`src/rtl/be_align_pkg.sv`:
```
package be_align_pkg;
  typedef enum logic [1:0] {
    ACC_BYTE = 2'b00,
    ACC_HALF = 2'b01,
    ACC_WORD = 2'b10,
    ACC_WIDE = 2'b11
  } acc_size_e;
endpackage

```
`src/rtl/be_align_check.sv`:
```
module be_align_check
  import be_align_pkg::*;
#(
  parameter int LANES = 4,
  localparam int OFS_W = $clog2(LANES)
) (
  input  acc_size_e        size,
  input  logic [OFS_W-1:0] ofs,
  output logic             bad
);
  always_comb begin
    unique case (size)
      ACC_BYTE: bad = 1'b0;
      ACC_HALF: bad = ofs[0];
      default:  bad = (ofs != '0);
    endcase
  end
endmodule

```
`src/rtl/be_load_extract.sv`:
```
module be_load_extract
  import be_align_pkg::*;
#(
  parameter int BYTE_W = 8,
  parameter int LANES  = 4,
  localparam int DATA_W = BYTE_W * LANES,
  localparam int HALF_W = 2 * BYTE_W,
  localparam int OFS_W  = $clog2(LANES)
) (
  input  logic [DATA_W-1:0] word,
  input  logic [OFS_W-1:0]  ofs,
  input  acc_size_e         size,
  input  logic              sgn,
  input  logic              bad,
  output logic [DATA_W-1:0] value
);
  logic [BYTE_W-1:0] lane [LANES];
  logic [BYTE_W-1:0] byte_v;
  logic [HALF_W-1:0] half_v;
  logic [OFS_W-1:0]  hi_idx, lo_idx;

  // Big-endian lanes: offset 0 is the most significant byte.
  for (genvar k = 0; k < LANES; k++) begin : g_lane
    assign lane[k] = word[DATA_W-1-k*BYTE_W -: BYTE_W];
  end

  assign hi_idx = {ofs[OFS_W-1:1], 1'b0};
  assign lo_idx = {ofs[OFS_W-1:1], 1'b1};
  assign byte_v = lane[ofs];
  assign half_v = {lane[hi_idx], lane[lo_idx]};

  always_comb begin
    unique case (size)
      ACC_BYTE: value = {{(DATA_W-BYTE_W){sgn & byte_v[BYTE_W-1]}}, byte_v};
      ACC_HALF: value = {{(DATA_W-HALF_W){sgn & half_v[HALF_W-1]}}, half_v};
      default:  value = word;
    endcase
    if (bad) value = '0;
  end
endmodule

```
`src/rtl/be_store_place.sv`:
```
module be_store_place
  import be_align_pkg::*;
#(
  parameter int BYTE_W = 8,
  parameter int LANES  = 4,
  localparam int DATA_W = BYTE_W * LANES,
  localparam int HALF_W = 2 * BYTE_W,
  localparam int OFS_W  = $clog2(LANES)
) (
  input  logic [DATA_W-1:0] src,
  input  logic [OFS_W-1:0]  ofs,
  input  acc_size_e         size,
  input  logic              store,
  input  logic              bad,
  output logic [DATA_W-1:0] wdata,
  output logic [LANES-1:0]  ben
);
  always_comb begin
    unique case (size)
      ACC_BYTE: wdata = {LANES{src[BYTE_W-1:0]}};
      ACC_HALF: wdata = {(LANES/2){src[HALF_W-1:0]}};
      default:  wdata = src;
    endcase
  end

  always_comb begin
    for (int k = 0; k < LANES; k++) begin
      logic [OFS_W-1:0] kk;
      logic hit;
      kk = OFS_W'(k);
      unique case (size)
        ACC_BYTE: hit = (kk == ofs);
        ACC_HALF: hit = (kk[OFS_W-1:1] == ofs[OFS_W-1:1]);
        default:  hit = 1'b1;
      endcase
      ben[LANES-1-k] = hit & store & ~bad;
    end
  end
endmodule

```
`src/rtl/be_mem_aligner.sv`:
```
module be_mem_aligner
  import be_align_pkg::*;
#(
  parameter int BYTE_W = 8,
  parameter int LANES  = 4,
  localparam int DATA_W = BYTE_W * LANES,
  localparam int OFS_W  = $clog2(LANES)
) (
  input  logic              clk,
  input  logic              rst,
  input  logic              is_store,
  input  logic [1:0]        acc_size,
  input  logic              acc_signed,
  input  logic [OFS_W-1:0]  addr_lo,
  input  logic [DATA_W-1:0] mem_rdata,
  input  logic [DATA_W-1:0] st_data,
  output logic [DATA_W-1:0] ld_data,
  output logic [DATA_W-1:0] wr_data,
  output logic [LANES-1:0]  byte_en,
  output logic              misalign
);
  acc_size_e         size;
  logic              bad;
  logic [DATA_W-1:0] ld_next, wr_next;
  logic [LANES-1:0]  ben_next;

  assign size = acc_size_e'(acc_size);

  be_align_check #(.LANES(LANES)) i_check (
    .size(size), .ofs(addr_lo), .bad(bad)
  );

  be_load_extract #(.BYTE_W(BYTE_W), .LANES(LANES)) i_load (
    .word(mem_rdata), .ofs(addr_lo), .size(size), .sgn(acc_signed),
    .bad(bad), .value(ld_next)
  );

  be_store_place #(.BYTE_W(BYTE_W), .LANES(LANES)) i_store (
    .src(st_data), .ofs(addr_lo), .size(size), .store(is_store),
    .bad(bad), .wdata(wr_next), .ben(ben_next)
  );

  always_ff @(posedge clk) begin
    if (rst) begin
      ld_data  <= '0;
      wr_data  <= '0;
      byte_en  <= '0;
      misalign <= 1'b0;
    end else begin
      ld_data  <= ld_next;
      wr_data  <= wr_next;
      byte_en  <= ben_next;
      misalign <= bad;
    end
  end

  AST_RESET_CLEAR: assert property (@(posedge clk)
    $past(rst) |-> (ld_data == '0 && wr_data == '0 && byte_en == '0 && !misalign));

  AST_SEXT_BYTE: assert property (@(posedge clk) disable iff (rst)
    (!$past(rst) && $past(!is_store && acc_signed && acc_size == 2'b00))
    |-> ld_data[DATA_W-1:BYTE_W] == {(DATA_W-BYTE_W){ld_data[BYTE_W-1]}});

  AST_ZEXT_BYTE: assert property (@(posedge clk) disable iff (rst)
    (!$past(rst) && $past(!is_store && !acc_signed && acc_size == 2'b00))
    |-> ld_data[DATA_W-1:BYTE_W] == '0);

  AST_BYTE_ONE_LANE: assert property (@(posedge clk) disable iff (rst)
    (!$past(rst) && $past(is_store && acc_size == 2'b00)) |-> $onehot(byte_en));

  AST_MISALIGN_NO_ENABLE: assert property (@(posedge clk) disable iff (rst)
    misalign |-> (byte_en == '0 && ld_data == '0));

  AST_LOAD_NO_ENABLE: assert property (@(posedge clk) disable iff (rst)
    (!$past(rst) && $past(!is_store)) |-> byte_en == '0);
endmodule

```
`config.mk`:
```
export PLATFORM = sky130hd
export DESIGN_NAME = be_mem_aligner
export DESIGN_NICKNAME = d
export VERILOG_FILES = /design/src/rtl/be_align_pkg.sv /design/src/rtl/be_align_check.sv /design/src/rtl/be_load_extract.sv /design/src/rtl/be_store_place.sv /design/src/rtl/be_mem_aligner.sv
export SDC_FILE = /design/constraint.sdc
export NUM_CORES = 1
export LEC_CHECK = 0
export CORE_MARGIN = 2
export CORE_UTILIZATION = 35
export DETAILED_ROUTE_END_ITERATION = 16
export GPL_ROUTABILITY_DRIVEN = 1
export PLACE_DENSITY_LB_ADDON = 0.1
export SYNTH_ARGS = -nofsm -noshare
export SYNTH_HDL_FRONTEND = slang
export SYNTH_SLANG_ARGS = --single-unit
export TNS_END_PERCENT = 20
```
`constraint.sdc`:
```
create_clock -name clk -period 1.8 [get_ports clk]
set_clock_uncertainty 0.05 [all_clocks]
set_input_delay 0.45 -clock clk [delete_from_list [all_inputs] [get_ports clk]]
set_output_delay 0.45 -clock clk [all_outputs]
set_load 0.05 [all_outputs]
```
==> impl_metrics.json <==
{
  "run_status": "finished clean",
  "place_hpwl_mm": 6.00,
  "placedCellCount": 530,
  "required_ns": 1.98,
  "timing.slew.headroom_pct": 75.5,
  "layout.cell_area.non_filler_mm2": 0.00459,
  "cts.clk_slew.worst_paths_ns": 0.08,
  "timing_worst_slew_pin_value_ns": 0.368,
  "cap_viol_max_count": 0,
  "timing_hold_violations_final": 0,
  "setup.worst_path.end_class": "register",
  "netlist-cell-type-count": 30,
  "die-height_um": 90.9,
  "tritoncts": "built",
  "area.growth.synth_to_final_pct": 73.6,
  "cp_data_arrival_time_ns": 1.90,
  "cts_max_path_buffers": 2,
  "die_w_um": 90.9,
  "sink_count": 69,
  "worstSetupStartpointType": "input port",
  "totalWireLength_mm": 8.07,
  "route.detailed.wl_per_inst_um": 14.8,
  "setup-violations-final": 0,
  "critical_path_peak_fanout": 16,
  "synth_top_flop_cell": "dfxtp_1",
  "boundaryPins": 141,
  "synth_async_sr_flop_share_pct": 0,
  "synth_enable_flop_cells": 0,
  "finalWeightedCongestion": 0.867,
  "grt_pass1_wl_mm": 12.8,
  "power_leakage_nw": 2.05,
  "ys.warnings.count": 0,
  "syn-num-nets": 336,
  "maxClockFrequency_ghz": 0.581,
  "firstDrtPassIters": 4,
  "synth_area_per_cell_um2": 10.0,
  "placement.io_buffers": 140,
  "postCtsSetupRepairBufs": 0,
  "ctsHtreeMaxLevel": 3,
  "detailroute.via_count": 2576,
  "holdPathStages": 4,
  "fin_nets": 514,
  "antenna_violating_nets_post_route": 0,
  "syn-instance-count": 264,
  "rsz0062_at_grt": "no",
  "fin_crit_ns": 1.72,
  "timing.setup.critical_path_class": "in2reg",
  "area.sequential_mm2": 0.00138,
  "power_density_mw_per_mm2": 914,
  "detail_route.vias_per_cell": 4.72,
  "grt_antenna_before_repair": 0,
  "floorplan.die_area_mm2": 0.00826,
  "path_cells": "clkdlybuf4s50_1 -> mux4_2 -> a32oi_4 -> buf_12 -> a21oi_1",
  "detail_route.iter0.violations": 125,
  "fin_util_pct": 62.9,
  "synth_seq_cells": 69,
  "initial_standard_cell_utilization_of_the_core_pct": 36.3,
  "report.power.total_w": 0.00420,
  "total_cts_buffers": 9,
  "synth-seq-area-share_pct": 52.2,
  "floorplan.rows": 31,
  "hold_ws_ns": 0.602,
  "grt_pass1_vias": 2587,
  "critical-path-max-stage-delay_ns": 0.54,
  "worst_ir_drop_vdd_uv": 471,
  "layout_cell_share_with_drive_strength_beyond_1_pct": 33.8,
  "grt_overflow": 0,
  "antennaDiodeCount": 0,
  "drv_slew": 0,
  "placedInstanceArea_mm2": 0.00434,
  "holdCritPathClass": "in2reg",
  "route.detailed.drc": 0,
  "mappedNetlistArea_mm2": 0.00264,
  "number_of_non_filler_instances_in_the_completed_layout": 546,
  "core-area_mm2": 0.00729,
  "clock-root-buffer": "clkbuf_8",
  "min_period_over_period_pct": 95.6,
  "num-fill-cells": 639,
  "pin_count_of_the_biggest_net_entering_global_routing": 34,
  "multi_input_gate_area_mm2": 0.00116,
  "gr-usage-all-layers_pct": 19.6,
  "crit_slowest_cell": "mux4_2"
}
[synth_stat cells, drive strengths merged, types with 2 or more instances]
cell type	number	share of area [%]
buf	11	2.3
inv	2	0.28
mux2	7	3.0
mux4	8	7.4
clkbuf	11	1.6
xnor2	2	0.66
dfxtp	69	52
nand2	44	6.2
a21oi	39	7.4
nor3	4	0.76
a22oi	7	2.0
nor2b	8	1.9
nor3b	2	0.57
mux2i	10	3.8
a211oi	2	0.57
nor2	20	2.8
a222oi	8	3.0
[critical path, delay by kind of cell]
family	cells	cell delay, ns
multiplexers	1	0.54
buffers and inverters	2	0.62
AO/OA/AOI/OAI	2	0.29
[layout make-up]
| type | count | area share [%] |
|---|---|---|
| sequential | 69 | 30.1 |
| timing repair buffer | 189 | 36.3 |
| inverter | 2 | 0.164 |
| clock buffer | 10 | 3.00 |
| clock inverter | 6 | 2.40 |
| tap | 99 | 2.70 |
| multi-input combinational | 171 | 25.4 |
[kinds of logic (layout without fill, tap and decap cells)]
family                 count (synthesis)  in the layout  synth area share [%]
AND/OR/NAND/NOR                       82             82                  13.3
flip-flops                            69             69                  52.2
AO/OA/AOI/OAI                         61             61                  15.1
multiplexers                          25             25                  14.2
buffers and inverters                 24            207                  4.16
XOR/XNOR                               3              3                 0.994
[cells in the final DEF, fill, tap and decap left out, drive strengths merged, types with 8 or more instances in the layout]
cell and count:
mux4 8, clkbuf 10, dfxtp 69, buf 119, nor2 20, clkdlybuf4s50 69, a21oi 39, a222oi 8
nand2 44, mux2i 10, nor2b 8
[repair_timing]
action                                  4_1_cts  5_1_grt
hold buffers                                  0        0
endpoints found under the setup margin       23        0
gates resized for setup                       1        0
[state kept, by name, summed over array words and instances, names as in the netlist]
signal and flops:
ld_data 32, byte_en 4, wr_data 32, misalign 1
[worst paths after layout]
path | start | endpoint
max | mem_rdata[7] | ld_data[23]
min | acc_size[1] | ld_data[22]
[stage by stage]
stage | TNS [ns] | worst slack, ns
detailed placement | -13.72 | -0.472
finish | 0 | 0.0800
global route | 0 | 0.0788
floorplan | 0 | 0.0331
CTS | 0 | 0.0921
global placement | -12.92 | -0.409
[metal layers]
layer | part of all wire, % | vias up | GRT usage (%)
met4 | 0.97 | 0 | 6.69
met3 | 6.3 | 8 | 6.26
met1 | 47 | 1181 | 26.3
met5 | 0 | - | 0
met2 | 46 | 97 | 29.6
li1 | - | 1290 | -
[power breakdown]
group / internal (W) / total, W / switching [W]
sequential: 0.00161 / 0.00164 / 0.0000243
combinational: 0.000443 / 0.00101 / 0.000570
clock: 0.000955 / 0.00155 / 0.000591
total: 0.00301 / 0.00420 / 0.00119
(Power assumes the default switching activity.)
